### src/rtl/trapi_pkg.sv
package trapi_pkg;

  localparam int XLEN    = 64;
  localparam int IMM_W   = 16;
  localparam int OPC_W   = 6;
  localparam int SUB_W   = 5;
  localparam int CAUSE_W = 5;

  // instruction field positions
  localparam int OPC_LSB = 26;
  localparam int SUB_LSB = 16;
  localparam int IMM_LSB = 0;

  localparam logic [OPC_W-1:0]   OPC_REGIMM = 6'b000001;
  localparam logic [1:0]         SUB_GROUP  = 2'b01;
  localparam logic [CAUSE_W-1:0] CAUSE_TRAP = 5'd13;

  localparam logic [SUB_W-1:0] SUB_GE_S = 5'b01000;
  localparam logic [SUB_W-1:0] SUB_GE_U = 5'b01001;
  localparam logic [SUB_W-1:0] SUB_LT_S = 5'b01010;
  localparam logic [SUB_W-1:0] SUB_LT_U = 5'b01011;
  localparam logic [SUB_W-1:0] SUB_EQ   = 5'b01100;
  localparam logic [SUB_W-1:0] SUB_NE   = 5'b01110;

  typedef enum logic [2:0] {
    TK_NONE,
    TK_GE_S,
    TK_GE_U,
    TK_LT_S,
    TK_LT_U,
    TK_EQ,
    TK_NE
  } trap_kind_e;

  typedef struct packed {
    logic eq;
    logic lt_s;
    logic lt_u;
  } cmp_flags_t;

endpackage

### src/rtl/trapi_rst_sync.sv
module trapi_rst_sync #(
  parameter int STAGES = 2
) (
  input  logic clk,
  input  logic rst_n,
  output logic rst_n_s
);
  logic [STAGES-1:0] chain_q;
  logic [STAGES-1:0] chain_d;

  always_comb begin
    chain_d = {chain_q[STAGES-2:0], 1'b1};
  end

  always_ff @(posedge clk or negedge rst_n) begin
    if (!rst_n) chain_q <= '0;
    else        chain_q <= chain_d;
  end

  assign rst_n_s = chain_q[STAGES-1];
endmodule

### src/rtl/trapi_decode.sv
module trapi_decode
  import trapi_pkg::*;
#(
  parameter int W   = XLEN,
  parameter int IW  = IMM_W
) (
  input  logic [31:0]  instr,
  output trap_kind_e   kind,
  output logic         rsvd,
  output logic         regimm,
  output logic [W-1:0] imm_x
);
  localparam int PAD = W - IW;

  logic [OPC_W-1:0] opc;
  logic [SUB_W-1:0] sub;
  logic [IW-1:0]    imm;
  logic             in_grp;
  trap_kind_e       kind_raw;

  assign opc    = instr[OPC_LSB +: OPC_W];
  assign sub    = instr[SUB_LSB +: SUB_W];
  assign imm    = instr[IMM_LSB +: IW];
  assign regimm = (opc == OPC_REGIMM);
  assign in_grp = (sub[SUB_W-1 -: 2] == SUB_GROUP);

  // every form, signed or unsigned, uses the sign-extended immediate
  generate
    if (PAD > 0) begin : g_pad
      assign imm_x = {{PAD{imm[IW-1]}}, imm};
    end else begin : g_nopad
      assign imm_x = imm[W-1:0];
    end
  endgenerate

  always_comb begin
    unique case (sub)
      SUB_GE_S: kind_raw = TK_GE_S;
      SUB_GE_U: kind_raw = TK_GE_U;
      SUB_LT_S: kind_raw = TK_LT_S;
      SUB_LT_U: kind_raw = TK_LT_U;
      SUB_EQ:   kind_raw = TK_EQ;
      SUB_NE:   kind_raw = TK_NE;
      default:  kind_raw = TK_NONE;
    endcase
  end

  always_comb begin
    kind = regimm ? kind_raw : TK_NONE;
    rsvd = regimm && in_grp && (kind_raw == TK_NONE);
  end
endmodule

### src/rtl/trapi_compare.sv
module trapi_compare
  import trapi_pkg::*;
#(
  parameter int W = XLEN
) (
  input  logic [W-1:0] a,
  input  logic [W-1:0] b,
  output cmp_flags_t   flags
);
  logic [W:0] diff;
  logic       sgn_differ;

  // one subtractor serves equality, signed and unsigned ordering
  assign diff       = {1'b0, a} - {1'b0, b};
  assign sgn_differ = a[W-1] ^ b[W-1];

  always_comb begin
    flags.lt_u = diff[W];
    flags.lt_s = sgn_differ ? a[W-1] : diff[W];
    flags.eq   = ~|diff;
  end
endmodule

### src/rtl/trapi_select.sv
module trapi_select
  import trapi_pkg::*;
(
  input  trap_kind_e kind,
  input  cmp_flags_t flags,
  output logic       hit
);
  always_comb begin
    unique case (kind)
      TK_GE_S: hit = ~flags.lt_s;
      TK_GE_U: hit = ~flags.lt_u;
      TK_LT_S: hit =  flags.lt_s;
      TK_LT_U: hit =  flags.lt_u;
      TK_EQ:   hit =  flags.eq;
      TK_NE:   hit = ~flags.eq;
      default: hit = 1'b0;
    endcase
  end
endmodule

### src/rtl/trapi_unit.sv
module trapi_unit
  import trapi_pkg::*;
#(
  parameter int W       = XLEN,
  parameter int SYNC_ST = 2
) (
  input  logic               clk,
  input  logic               rst_n,
  input  logic               instr_vld,
  input  logic [31:0]        instr,
  input  logic [W-1:0]       rs_val,
  output logic               trap_req,
  output logic [CAUSE_W-1:0] trap_cause,
  output logic               rsvd_op
);
  logic               rst_n_s;
  trap_kind_e         kind;
  logic               rsvd_dec;
  logic               regimm;
  logic [W-1:0]       imm_x;
  cmp_flags_t         flags;
  logic               hit;

  logic               trap_d,  trap_q;
  logic               rsvd_d,  rsvd_q;
  logic [CAUSE_W-1:0] cause_d, cause_q;
  logic               upd_en;

  trapi_rst_sync #(.STAGES(SYNC_ST)) u_sync (
    .clk     (clk),
    .rst_n   (rst_n),
    .rst_n_s (rst_n_s)
  );

  trapi_decode #(.W(W), .IW(IMM_W)) u_dec (
    .instr  (instr),
    .kind   (kind),
    .rsvd   (rsvd_dec),
    .regimm (regimm),
    .imm_x  (imm_x)
  );

  trapi_compare #(.W(W)) u_cmp (
    .a     (rs_val),
    .b     (imm_x),
    .flags (flags)
  );

  trapi_select u_sel (
    .kind  (kind),
    .flags (flags),
    .hit   (hit)
  );

  // next-state
  always_comb begin
    trap_d  = instr_vld && hit;
    rsvd_d  = instr_vld && rsvd_dec;
    cause_d = trap_d ? CAUSE_TRAP : '0;
    upd_en  = instr_vld || trap_q || rsvd_q;
  end

  // registers
  always_ff @(posedge clk or negedge rst_n_s) begin
    if (!rst_n_s) begin
      trap_q  <= 1'b0;
      rsvd_q  <= 1'b0;
      cause_q <= '0;
    end else if (upd_en) begin
      trap_q  <= trap_d;
      rsvd_q  <= rsvd_d;
      cause_q <= cause_d;
    end
  end

  assign trap_req   = trap_q;
  assign rsvd_op    = rsvd_q;
  assign trap_cause = cause_q;

  // an idle cycle leaves both outputs low afterwards
  a_r10_idle_quiet: assert property (@(posedge clk) disable iff (!rst_n_s)
    !instr_vld |=> (!trap_req && !rsvd_op));

  // the cause travels with the request
  a_r11_cause_on_trap: assert property (@(posedge clk) disable iff (!rst_n_s)
    trap_req |-> (trap_cause == 5'd13));

  a_r11_cause_idle: assert property (@(posedge clk) disable iff (!rst_n_s)
    !trap_req |-> (trap_cause == '0));

  // reserved encodings never trap
  a_r8_exclusive: assert property (@(posedge clk) disable iff (!rst_n_s)
    rsvd_op |-> !trap_req);

  // a foreign opcode produces nothing
  a_r9_foreign_quiet: assert property (@(posedge clk) disable iff (!rst_n_s)
    (instr_vld && !regimm) |=> (!trap_req && !rsvd_op));

  // equality excludes both orderings from the shared comparator
  a_r6_eq_not_less: assert property (@(posedge clk) disable iff (!rst_n_s)
    (instr_vld && flags.eq) |-> (!flags.lt_s && !flags.lt_u));

  // with matching sign bits signed and unsigned ordering agree
  a_r4_same_sign_agree: assert property (@(posedge clk) disable iff (!rst_n_s)
    (instr_vld && (rs_val[W-1] == imm_x[W-1])) |-> (flags.lt_s == flags.lt_u));

  // a registered event always had a valid instruction one cycle earlier
  a_r11_needs_valid: assert property (@(posedge clk) disable iff (!rst_n_s)
    (trap_req || rsvd_op) |-> $past(instr_vld));
endmodule

### config.mk
export PLATFORM = sky130hd
export DESIGN_NAME = trapi_unit
export DESIGN_NICKNAME = d
export VERILOG_FILES = /design/src/rtl/trapi_pkg.sv /design/src/rtl/trapi_rst_sync.sv /design/src/rtl/trapi_decode.sv /design/src/rtl/trapi_compare.sv /design/src/rtl/trapi_select.sv /design/src/rtl/trapi_unit.sv
export SDC_FILE = /design/constraint.sdc
export NUM_CORES = 1
export LEC_CHECK = 0
export BUFFER_PORTS_ARGS = -buffer_cell sky130_fd_sc_hd__buf_4
export CORE_ASPECT_RATIO = 1.75
export CORE_UTILIZATION = 58
export DETAILED_ROUTE_END_ITERATION = 10
export HOLD_SLACK_MARGIN = 0.15
export MAX_ROUTING_LAYER = met4
export PLACE_DENSITY = 0.95
export SYNTH_ARGS = -nofsm -noshare
export SYNTH_HDL_FRONTEND = slang
export SYNTH_SLANG_ARGS = --single-unit
### constraint.sdc
create_clock -name clk -period 0.8 [get_ports clk]
set_input_delay 0.08 -clock clk [delete_from_list [all_inputs] [get_ports clk]]
set_output_delay 0.08 -clock clk [all_outputs]
set_load 0.01 [all_outputs]
==> metrics.md, run 1 <==
| Metric | Value |
|---|---|
| Outcome | `stopped before the end` |
| Failed at | `global routing (5_1_grt)` |
| Stop err | `[ERROR GRT-0116] Global routing finished with congestion. Check the congestion regions in the DRC Viewer.` |
| Largest buffer count on any clock path | `2` |
| Yosys cell types | `76` |
| Seq/Total Area, Yosys | `0.01937` |
| # placed instances | `1,277` |
| Row cnt | `45` |
| Post-synthesis async set-or-reset flop share | `1.000` |
| IO Pins | `106` |
| GR Overflow Total | `1,207` |
| Initial core utilization | `0.5961` |
| GRT Overall Usage | `1.020` |
| Mean post-synth cell area | `6.389 um^2` |
| Largest net degree at the start of global routing | `22` |
| FF+latch count, synth | `4` |
| Yosys warnings | `0` |
| H-tree levels | `1` |
| Dominant synthesized flop cell | `dfrtp_1` |
| CTS Buf Count | `3` |
| CTS root buf | `clkbuf_16` |
| Vias in the first global route | `12,370` |
| Cell area after synthesis | `5169 um^2` |
| Clk sinks | `4` |
| Die H | `126.9 um` |
| Cells after synthesis | `809` |
| Post-Place Setup Slack | `-4.254 ns` |
| First-pass GRT wire length | `70,650 um` |
| Post-synth EDFFs | `0` |
| Die Wd | `73.36 um` |
| Port bufs | `98` |
| Post-DP HPWL | `26,170 um` |
| GP Congestion | `1.179` |
==> layer usage <==
metal	global-route usage	GRT overflow
met5	-	-
met4	1.157	182
met3	0.5028	3
met2	1.541	1014
met1	0.8164	8
==> kinds of logic after synthesis <==
| family | count (synthesis) | synth area share |
|---|---|---|
| AO/OA/AOI/OAI | 305 | 0.3764 |
| XOR/XNOR | 24 | 0.04067 |
| adder cells (fa/ha/maj) | 64 | 0.1549 |
| buffers and inverters | 85 | 0.07335 |
| flip-flops | 4 | 0.01937 |
| multiplexers | 9 | 0.01912 |
| other | 2 | 0.001453 |
| AND/OR/NAND/NOR | 316 | 0.3147 |
==> metrics by stage <==
stage	area, um^2	util	TNS, ns	hold slack, ns
after global placement	8190	0.9446	-4.117	-0.1370
after floorplan	5298	-	-3.883	-0.2156
after detailed placement	8190	0.9446	-4.453	-0.1350
after CTS	8447	0.9742	-4.109	0.05300
==> cells in the mapped netlist, types with 4 or more instances <==
master	number	area share
nor2_1	76	0.055
ha_1	64	0.15
mux2i_1	5	0.0097
a2111oi_0	5	0.0085
a31oi_1	11	0.013
nand4_1	39	0.047
clkbuf_1	32	0.023
o21ai_0	65	0.063
and2_1	5	0.0061
nand2_1	83	0.060
nand2b_1	10	0.012
o22ai_1	4	0.0048
or3_1	5	0.0061
a21boi_0	6	0.0087
a221o_1	4	0.0077
nor3_1	21	0.020
nor2b_1	11	0.013
nand3_1	18	0.017
a221oi_1	7	0.012
o21ai_1	11	0.011
inv_1	37	0.027
buf_4	15	0.022
o41ai_1	4	0.0068
o2111ai_1	4	0.0068
or4_1	6	0.0087
a21oi_1	100	0.097
xor2_1	7	0.012
dfrtp_1	4	0.019
a211oi_1	7	0.010
xnor2_1	17	0.029
o21a_1	15	0.022
a211o_1	4	0.0068
nor4_1	8	0.0097
o21bai_1	7	0.010
o211ai_1	7	0.010
o32ai_1	7	0.012
and4_1	5	0.0085
a21o_1	12	0.017
==> what timing repair did <==
action                                  4_1_cts
pin swaps                                     2
buffers inserted                              3
endpoints found under the setup margin        5
cloned                                        1
hold buffers                                  2
gates resized for setup                      31
endpoints found under the hold margin         5
==> inputs of run 2 (changes only) <==
--- a/config.mk
+++ b/config.mk
@@ -6,12 +6,9 @@
 export NUM_CORES = 1
 export LEC_CHECK = 0
 export BUFFER_PORTS_ARGS = -buffer_cell sky130_fd_sc_hd__buf_4
-export CORE_ASPECT_RATIO = 1.75
-export CORE_UTILIZATION = 58
+export CORE_UTILIZATION = 40
 export DETAILED_ROUTE_END_ITERATION = 10
-export HOLD_SLACK_MARGIN = 0.15
-export MAX_ROUTING_LAYER = met4
-export PLACE_DENSITY = 0.95
+export PLACE_DENSITY_LB_ADDON = 0.15
 export SYNTH_ARGS = -nofsm -noshare
 export SYNTH_HDL_FRONTEND = slang
 export SYNTH_SLANG_ARGS = --single-unit
==> metrics.md, run 2 <==
| Metric | Value |
|---|---|
| Worst path required time | `0.88 ns` |
| Share of post-route cells with drive strength above 1 | `0.4178` |
| Die Wd | `115.7 um` |
| Vias/cell | `5.903` |
| Clock latency on the worst-skew pair | `0.24 ns` |
| Initial core utilization | `0.4096` |
| Placed instance area | `8457 um^2` |
| Largest register FFs | `2` |
| Cells after synthesis | `809` |
| RSZ-0062 raised after global routing | `true` |
| Peak VDD IR | `548.0 uV` |
| CP arrival | `4.35 ns` |
| Initial antenna violation count | `1` |
| IO Pins | `106` |
| GR Overflow Total | `0` |
| Slew Limit Headroom | `0.5524` |
| Area Growth Syn to Fin | `72.04%` |
| Count leader, synth | `a21oi_1` |
| Setup WS post-layout | `-3.472 ns` |
| Post-synth EDFFs | `0` |
| Commonest cells post-synth | `100 x a21oi_1, 83 x nand2_1, 76 x nor2_1, 65 x o21ai_0, 64 x ha_1` |
| Port bufs | `98` |
| GP Congestion | `0.9899` |
| Nets | `1,364` |
| FF+latch count, synth | `4` |
| Mean post-synth cell area | `6.389 um^2` |
| Largest Register | `u_sync.chain_q` |
| R2R Setup Slk | `0.29 ns` |
| DR pass1 iterations | `5` |
| Fin. Hold Viols | `0` |
| Commonest non-fill, non-tap cell in the layout | `buf_4` |
| Post-synthesis async set-or-reset flop share | `1.000` |
| CP Max Fanout | `15` |
| CP startpoint kind | `input port` |
| Non-Filler Instances | `1,372` |
| DR WL/cell | `18.99 um` |
| CTS root buf | `clkbuf_16` |
| Largest net degree at the start of global routing | `16` |
| Top cells by area, synth | `ha_1 15%, a21oi_1 9.7%, o21ai_0 6.3%` |
| CTS tree | `done` |
| Die ar. | `13,380 um^2` |
| Yosys warnings | `0` |
| Final worst-path cycle share | `5.340` |
| Register-to-Register Path Depth | `0` |
| CP Class | `input port to register` |
| Worst Hold Class | `register to asynchronous set/reset pin` |
| Cell accounting for the most synthesized area | `ha_1` |
| Post-DP HPWL | `21,120 um` |
| Crit path time final | `4.272 ns` |
| Fin area | `8892 um^2` |
| Max-slew violations | `0` |
| Static leakage | `4.074 nW` |
| Total power | `8.279 mW` |
| DRC violations left | `0` |
| GRT Overall Usage | `0.3745` |
| Clock transition at the registers of the reported paths | `0.04 ns` |
| Hold slack | `0.04586 ns` |
| Dominant synthesized flop cell | `dfrtp_1` |
| Row cnt | `41` |
| Core area | `12,620 um^2` |
| Slew @ Worst Pin | `0.6669 ns` |
| Vias in the first global route | `7,751` |
| Top-area cell type share of the netlist area | `0.1549` |
| Clock skew | `0.008441 ns` |
| Cell Pwr Density | `931.0 nW/um^2` |
| First-pass GRT wire length | `39,090 um` |
| Failing checks | `setup timing` |
| Commonest cells after routing, fill and taps aside | `425 x buf_4, 93 x a21oi_1, 81 x nand2_1, 75 x nor2_1, 62 x o21ai_0` |
| Die H | `115.7 um` |
| Drt initial violations | `680` |
| Max Cap Viol | `0` |
| Final setup vio count | `6` |
| Max Freq | `0.2341 GHz` |
| Largest buffer count on any clock path | `2` |
| # placed instances | `1,360` |
| H-tree levels | `1` |
| Via count | `8,099` |
| Post-Place Setup Slack | `-3.965 ns` |
| Critical Path End Type | `register` |
| CTS Buf Count | `3` |
| Final ANT Viol Nets | `0` |
| Clk sinks | `4` |
| FF-to-FF Start | `u_sync.chain_q[0]` |
| Cell area after synthesis | `5169 um^2` |
| Seq/Total Area, Yosys | `0.01937` |
| Yosys cell types | `76` |
| Worst R2R End | `u_sync.chain_q[1]` |
| Outcome | `finished with violations` |
| Final WL | `26,050 um` |
run 2: cell counts after synthesis:
Identical to the previous run, type by type.
run 2: cells by family (layout without fill, tap and decap cells):
logic type / count (synthesis) / after routing / synth area share
other: 2 / 4 / 0.001453
muxes: 9 / 9 / 0.01912
and+or+nand+nor: 316 / 316 / 0.3147
AOI/OAI and AO/OA: 305 / 305 / 0.3764
xor gates and xnor gates: 24 / 24 / 0.04067
DFF: 4 / 4 / 0.01937
adders and majority gates: 64 / 64 / 0.1549
buffers and inverters: 85 / 474 / 0.07335
run 2: report_power, final:
group / internal (mW) / switching (mW) / total, mW
sequential: 0.209 / 0.00444 / 0.213
combinational: 3.55 / 3.68 / 7.24
clock: 0.643 / 0.186 / 0.830
run 2: worst max-delay path, stage by stage:
cell and delay (ns):
buf_6 0.08, clkinvlp_4 0.11, buf_12 0.17, buf_12 0.16
ha_4 0.28, buf_4 0.13, and2_2 0.17, nand3_1 0.14
o21ai_1 0.42, nand2b_1 0.19, buf_4 0.20, a21o_1 0.22
and4_1 0.22, nor4_1 0.33, buf_4 0.17, nand4b_1 0.13
or4_4 0.60, o31ai_1 0.41, a221oi_4 0.12
run 2: repair_timing:
| item | in CTS | in global routing |
|---|---|---|
| hold endpoints to repair | 2 | 0 |
| hold buffers | 1 | 0 |
| endpoints found under the setup margin | 5 | 6 |
| buffers inserted | 6 | 1 |
| resized for setup | 26 | 34 |
| pin swaps | 7 | 14 |
run 2: cell type report:
class                   instances  area [um^2]
fillers                      1112         3727
repair buffers                434         3308
well taps                     172        215.2
inverters                      37        142.6
flip-flops and latches          4        100.1
diodes                          1        2.502
multi-input cells             721         5049
clock buffers                   3        75.07
run 2: layer usage:
layer / vias to the layer above / share of wire / global-route usage / wire [um]
met4: 0 / 0.053 / 0.1761 / 1377
met2: 366 / 0.46 / 0.6327 / 12040
met1: 3782 / 0.42 / 0.4788 / 10890
li1: 3860 / - / - / -
met3: 91 / 0.067 / 0.03713 / 1748
met5: - / 0 / 0 / 0
run 2: through the flow:
step             util  setup TNS (ns)
5_1_grt        0.7046          -4.104
2_1_floorplan       -          -3.883
3_3_place_gp   0.6701          -3.941
3_5_place_dp   0.6701          -4.053
6_report       0.7046          -4.018
4_1_cts        0.6906          -3.840
run 2: how the worst max path moves through the flow:
| stage | cells after the start | to | startpoint |
|---|---|---|---|
| 2_1_floorplan | 14 | trap_cause[2] | instr[15] |
| 3_5_place_dp | 16 | trap_cause[2] | instr[15] |
| 5_1_grt | 17 | trap_cause[2] | instr[15] |
| 6_report | 19 | trap_cause[2] | instr[15] |
| 4_1_cts | 17 | trap_cause[2] | instr[15] |
| 3_3_place_gp | 18 | trap_cause[2] | instr[15] |
Note: power is estimated with default switching activity, not from simulation.
==> inputs of run 3 (changes only) <==
--- a/config.mk
+++ b/config.mk
@@ -8,7 +8,8 @@
 export BUFFER_PORTS_ARGS = -buffer_cell sky130_fd_sc_hd__buf_4
 export CORE_UTILIZATION = 40
 export DETAILED_ROUTE_END_ITERATION = 10
-export PLACE_DENSITY_LB_ADDON = 0.15
+export GPL_TIMING_DRIVEN = 1
+export PLACE_DENSITY = 0.67
 export SYNTH_ARGS = -nofsm -noshare
 export SYNTH_HDL_FRONTEND = slang
 export SYNTH_SLANG_ARGS = --single-unit
==> constraint.sdc (replaced) <==
create_clock -name clk -period 5.2 [get_ports clk]
set_input_delay 0.52 -clock clk [delete_from_list [all_inputs] [get_ports clk]]
set_output_delay 0.52 -clock clk [all_outputs]
set_load 0.01 [all_outputs]
==> metrics.md, run 3 (same netlist as run 2, synthesis figures left out) <==
| Metric | Value |
|---|---|
| Worst path required time | `5.33 ns` |
| Max Cap Viol | `0` |
| Die Wd | `115.7 um` |
| Clock transition at the registers of the reported paths | `0.03 ns` |
| Cell Pwr Density | `142.2 nW/um^2` |
| Psw | `482.3 uW` |
| Static leakage | `2.849 nW` |
| Final setup vio count | `0` |
| Flop pwr share | `0.034` |
| Final WL | `19,170 um` |
| Initial core utilization | `0.4096` |
| Final ANT Viol Nets | `0` |
| Port bufs | `98` |
| Clk sinks | `4` |
| Final Core Density | `0.5375` |
| Hold slack | `0.01965 ns` |
| Drt initial violations | `514` |
| Area Growth Syn to Fin | `31.23%` |
| Non-Filler Instances | `1,129` |
| Largest Register | `u_sync.chain_q` |
| Clock latency on the worst-skew pair | `0.22 ns` |
| Nets | `1,122` |
| Setup crit start | `instr[15]` |
| Share of post-route cells with drive strength above 1 | `0.2341` |
| CTS tree | `done` |
| Commonest cells after routing, fill and taps aside | `191 x buf_4, 100 x a21oi_1, 83 x nand2_1, 76 x nor2_1, 65 x o21ai_0` |
| RSZ-0062 raised after global routing | `false` |
| Max Freq | `0.1984 GHz` |
| Final worst-path cycle share | `0.9694` |
| DRC violations left | `0` |
| Crit path time final | `5.041 ns` |
| Post-DP HPWL | `16,460 um` |
| Row cnt | `41` |
| Die ar. | `13,380 um^2` |
| IO Pins | `106` |
| Hold-fix buffers, CTS | `0` |
| Largest net degree at the start of global routing | `26` |
| First-pass GRT wire length | `30,500 um` |
| Setup WS post-layout | `0.1593 ns` |
| CP Class | `input port to register` |
| CP arrival | `5.17 ns` |
| Commonest non-fill, non-tap cell in the layout | `buf_4` |
| Sw frac | `0.4999` |
| Combinational share of power | `0.843` |
| Initial antenna violation count | `0` |
| Fin. Hold Viols | `0` |
| H-tree levels | `1` |
| Outcome | `finished clean` |
| Clock skew | `0.00001513 ns` |
| Core area | `12,620 um^2` |
| Post-CTS Setup Bufs | `0` |
| Worst Hold Class | `register to asynchronous set/reset pin` |
| Largest register FFs | `2` |
| DR pass1 iterations | `5` |
| TNS Setup | `0 ns` |
| CTS Buf Count | `3` |
| N_diodes | `0` |
| Vias/cell | `6.027` |
| Peak VDD IR | `67.76 uV` |
| Post-Place Setup Slack | `0.01358 ns` |
| Slew Limit Headroom | `0.4877` |
| Via count | `6,804` |
| Die H | `115.7 um` |
| Post-cts sizing count | `0` |
| GP Congestion | `0.9683` |
| GRT Overall Usage | `0.2847` |
| Register-to-Register Path Depth | `0` |
| Largest buffer count on any clock path | `2` |
| Vias in the first global route | `6,222` |
| Max-slew violations | `0` |
| Slew @ Worst Pin | `0.7578 ns` |
| CTS root buf | `clkbuf_16` |
| Critical Path End Type | `register` |
| GR Overflow Total | `0` |
| FF-to-FF Start | `u_sync.chain_q[0]` |
| DR WL/cell | `16.98 um` |
| # placed instances | `1,126` |
| CP startpoint kind | `input port` |
| Clock Power Share | `0.123` |
| Internal | `482.4 uW` |
| CP Max Fanout | `25` |
==> run 3: changes by cell type in the layout (fill, tap and decap cells not counted), sizes merged <==
cell	delta
buf	-241
dlygate4sd3	-1
diode	-1
==> run 3: layout make-up <==
type | instances | area, um^2
Fill cell | 1359 | 5837
Multi-Input combinational cell | 721 | 4796
Timing Repair Buffer | 192 | 1454
Tap cell | 172 | 215.2
Inverter | 37 | 142.6
Sequential cell | 4 | 100.1
Clock buffer | 3 | 75.07
==> run 3: metal layers <==
metal,GRT usage,wire length (um),share of wire,up-vias
met4,0.06325,380,0.020,0
met2,0.4942,9004,0.47,267
met5,0,0,0,-
met3,0.01098,1084,0.057,30
met1,0.3900,8700,0.45,3131
li1,-,-,-,3376
==> run 3: path summary, 6_finish.rpt <==
path,to,slack (ns)
max,trap_cause[2],0.16
min,rsvd_op,0.02
max reg2reg,u_sync.chain_q[1],4.74
min reg2reg,rsvd_op,0.02
max in group asynchronous,u_sync.chain_q[0],5.04
min in group clk,u_sync.chain_q[1],0.34
==> run 3: power groups by stage <==
stage / logic [mW] / registers, mW / clock network [mW]
detailed placement: 0.792 / 0.0329 / 0
global route: 0.888 / 0.0327 / 0.124
global placement: 0.787 / 0.0329 / 0
finish: 0.813 / 0.0325 / 0.119
CTS: 0.797 / 0.0325 / 0.122
floorplan: 0.498 / 0.0328 / 0
==> run 3: stage by stage <==
stage | total power [mW] | cell area, um^2
final | 0.9648 | 6783
after global routing | 1.045 | 6783
after CTS | 0.9510 | 6775
after detailed placement | 0.8248 | 6700
after global placement | 0.8198 | 6700
after floorplan | 0.5310 | 5285
==> run 3: critical path: stages <==
cell and delay, ns:
buf_4 0.10, clkinvlp_4 0.13, buf_12 0.19, ha_1 0.32
a21oi_1 0.20, o21ai_0 0.15, a21oi_1 0.44, o21ai_0 0.16
a2111oi_0 0.42, buf_4 0.19, nand4_1 0.13, or4_1 0.50
nor4_1 0.33, nand4_1 0.17, or4_1 0.58, or3_1 0.35
a221oi_2 0.24
==> inputs of run 4 (changes only) <==
--- a/config.mk
+++ b/config.mk
@@ -7,6 +7,7 @@
 export LEC_CHECK = 0
 export BUFFER_PORTS_ARGS = -buffer_cell sky130_fd_sc_hd__buf_4
 export CORE_UTILIZATION = 40
+export CTS_BUF_LIST = sky130_fd_sc_hd__clkbuf_8
 export DETAILED_ROUTE_END_ITERATION = 10
 export GPL_TIMING_DRIVEN = 1
 export PLACE_DENSITY = 0.67
==> constraint.sdc (replaced) <==
create_clock -name clk -period 5.2 [get_ports clk]
set_input_delay 0.26 -clock clk [delete_from_list [all_inputs] [get_ports clk]]
set_output_delay 0.26 -clock clk [all_outputs]
set_load 0.01 [all_outputs]
==> metrics.md, run 4 (same netlist as run 2, synthesis figures left out) <==
| Metric | Value |
|---|---|
| Fin. Hold Viols | `0` |
| Final ANT Viol Nets | `0` |
| Fill cells | `1,346` |
| Share of post-route cells with drive strength above 1 | `0.1862` |
| Die H | `115.7 um` |
| Setup crit start | `instr[15]` |
| Final Core Density | `0.5006` |
| First-pass GRT wire length | `28,660 um` |
| Worst path required time | `5.32 ns` |
| DRC violations left | `0` |
| Cell Pwr Density | `134.4 nW/um^2` |
| Initial core utilization | `0.4096` |
| GP Congestion | `1.012` |
| Max Cap Viol | `0` |
| N_diodes | `0` |
| Post-CTS Setup Bufs | `0` |
| DR pass1 iterations | `5` |
| Commonest non-fill, non-tap cell in the layout | `buf_4` |
| GR Overflow Total | `0` |
| Final WL | `18,160 um` |
| Setup WS post-layout | `0.2393 ns` |
| Clk sinks | `4` |
| Final setup vio count | `0` |
| Area Growth Syn to Fin | `22.22%` |
| RSZ-0062 raised after global routing | `false` |
| Drt initial violations | `609` |
| Largest register FFs | `2` |
| CP startpoint kind | `input port` |
| Outcome | `finished clean` |
| CP Max Fanout | `42` |
| Initial antenna violation count | `0` |
| Worst Hold Class | `register to asynchronous set/reset pin` |
| Crit path time final | `4.961 ns` |
| Commonest cells after routing, fill and taps aside | `146 x buf_4, 100 x a21oi_1, 83 x nand2_1, 76 x nor2_1, 65 x o21ai_0` |
| Max Freq | `0.2016 GHz` |
| Vias/cell | `6.112` |
| H-tree levels | `1` |
| FF-to-FF Start | `u_sync.chain_q[0]` |
| Nets | `1,078` |
| CTS tree | `done` |
| TNS Setup | `0 ns` |
| Port bufs | `98` |
| Post-Place Setup Slack | `-0.03335 ns` |
| Clock transition at the registers of the reported paths | `0.03 ns` |
| Largest net degree at the start of global routing | `43` |
| Core area | `12,620 um^2` |
| CTS root buf | `clkbuf_8` |
| Final worst-path cycle share | `0.9540` |
| DR WL/cell | `16.74 um` |
| Static leakage | `2.629 nW` |
| Hold slack | `0.02036 ns` |
| Largest buffer count on any clock path | `2` |
| Peak VDD IR | `48.49 uV` |
| Slew @ Worst Pin | `0.9303 ns` |
| Row cnt | `41` |
| Clock latency on the worst-skew pair | `0.22 ns` |
| Max-slew violations | `0` |
| Post-DP HPWL | `15,510 um` |
| CP Class | `input port to register` |
| Die Wd | `115.7 um` |
| Clock skew | `0.003357 ns` |
| Critical Path End Type | `register` |
| Largest Register | `u_sync.chain_q` |
| IO Pins | `106` |
| CTS Buf Count | `3` |
| Die ar. | `13,380 um^2` |
| Vias in the first global route | `5,939` |
| Via count | `6,631` |
| Slew Limit Headroom | `0.3710` |
| CP arrival | `5.08 ns` |
| GRT Overall Usage | `0.2650` |
run 4: cell types whose count changed in the layout (fill, tap and decap cells not counted), moves of 2 or more:
cell,delta
buf_4,-45
ha_1,+7
ha_4,-6
clkbuf_16,-3
clkbuf_8,+3
nand4_2,+2
nand4_4,-2
run 4: critical path, stage by stage:
cell       delay (ns)
buf_4            0.08
clkinv_1         0.25
buf_12           0.29
ha_1             0.32
nor2_1           0.07
a2111oi_1        0.47
o221ai_1         0.23
a311o_1          0.37
a2111oi_1        0.51
nand4_1          0.14
or4b_1           0.48
nor4_1           0.26
nand4_1          0.14
or4_1            0.58
or3_1            0.39
a221oi_2         0.23
run 4: worst paths after layout:
path,depth (start not counted),slack (ns),to
worst min-delay path,0,0.02,rsvd_op
min in group clk,3,0.28,rsvd_op
worst max register to register,0,4.72,u_sync.chain_q[1]
max in group asynchronous,2,4.74,u_sync.chain_q[0]
worst max-delay path,16,0.24,trap_cause[2]
worst min register to register,0,0.02,rsvd_op
run 4: power breakdown:
| group | internal (mW) | leakage (nW) | switching, mW | total [mW] |
|---|---|---|---|---|
| logic | 0.309 | 2.56 | 0.440 | 0.748 |
| registers | 0.0322 | 0.0513 | 0.000436 | 0.0326 |
| clock network | 0.0496 | 0.0216 | 0.0186 | 0.0682 |
run 4: per-stage QoR:
step / std cells / power, mW / area, um^2
floorplan: 810 / 0.5217 / 5172
global route: 1085 / 0.9194 / 6317
detailed placement: 1081 / 0.7603 / 6264
finish: 1085 / 0.8490 / 6317
CTS: 1085 / 0.8337 / 6315
global placement: 1081 / 0.7593 / 6264
run 4: what timing repair did:
item	CTS	global route
hold endpoints to repair	2	0
hold buffers	1	0
endpoints found under the setup margin	0	1
gates resized for setup	0	2
run 4: cell type report:
type	count	area, um^2	share of cell area
Multi-Input combinational cell	721	4696	0.7433
Sequential cell	4	100.1	0.01584
Tap cell	172	215.2	0.03407
Timing Repair Buffer	148	1126	0.1783
Clock buffer	3	41.29	0.006536
Inverter	37	138.9	0.02198
run 4: metal layers:
metal | part of all wire | up-vias | global-route usage
met3 | 0.076 | 53 | 0.02249
met5 | 0 | - | 0
met4 | 0.027 | 0 | 0.07350
met1 | 0.45 | 2979 | 0.3653
li1 | - | 3282 | -
met2 | 0.45 | 317 | 0.4411
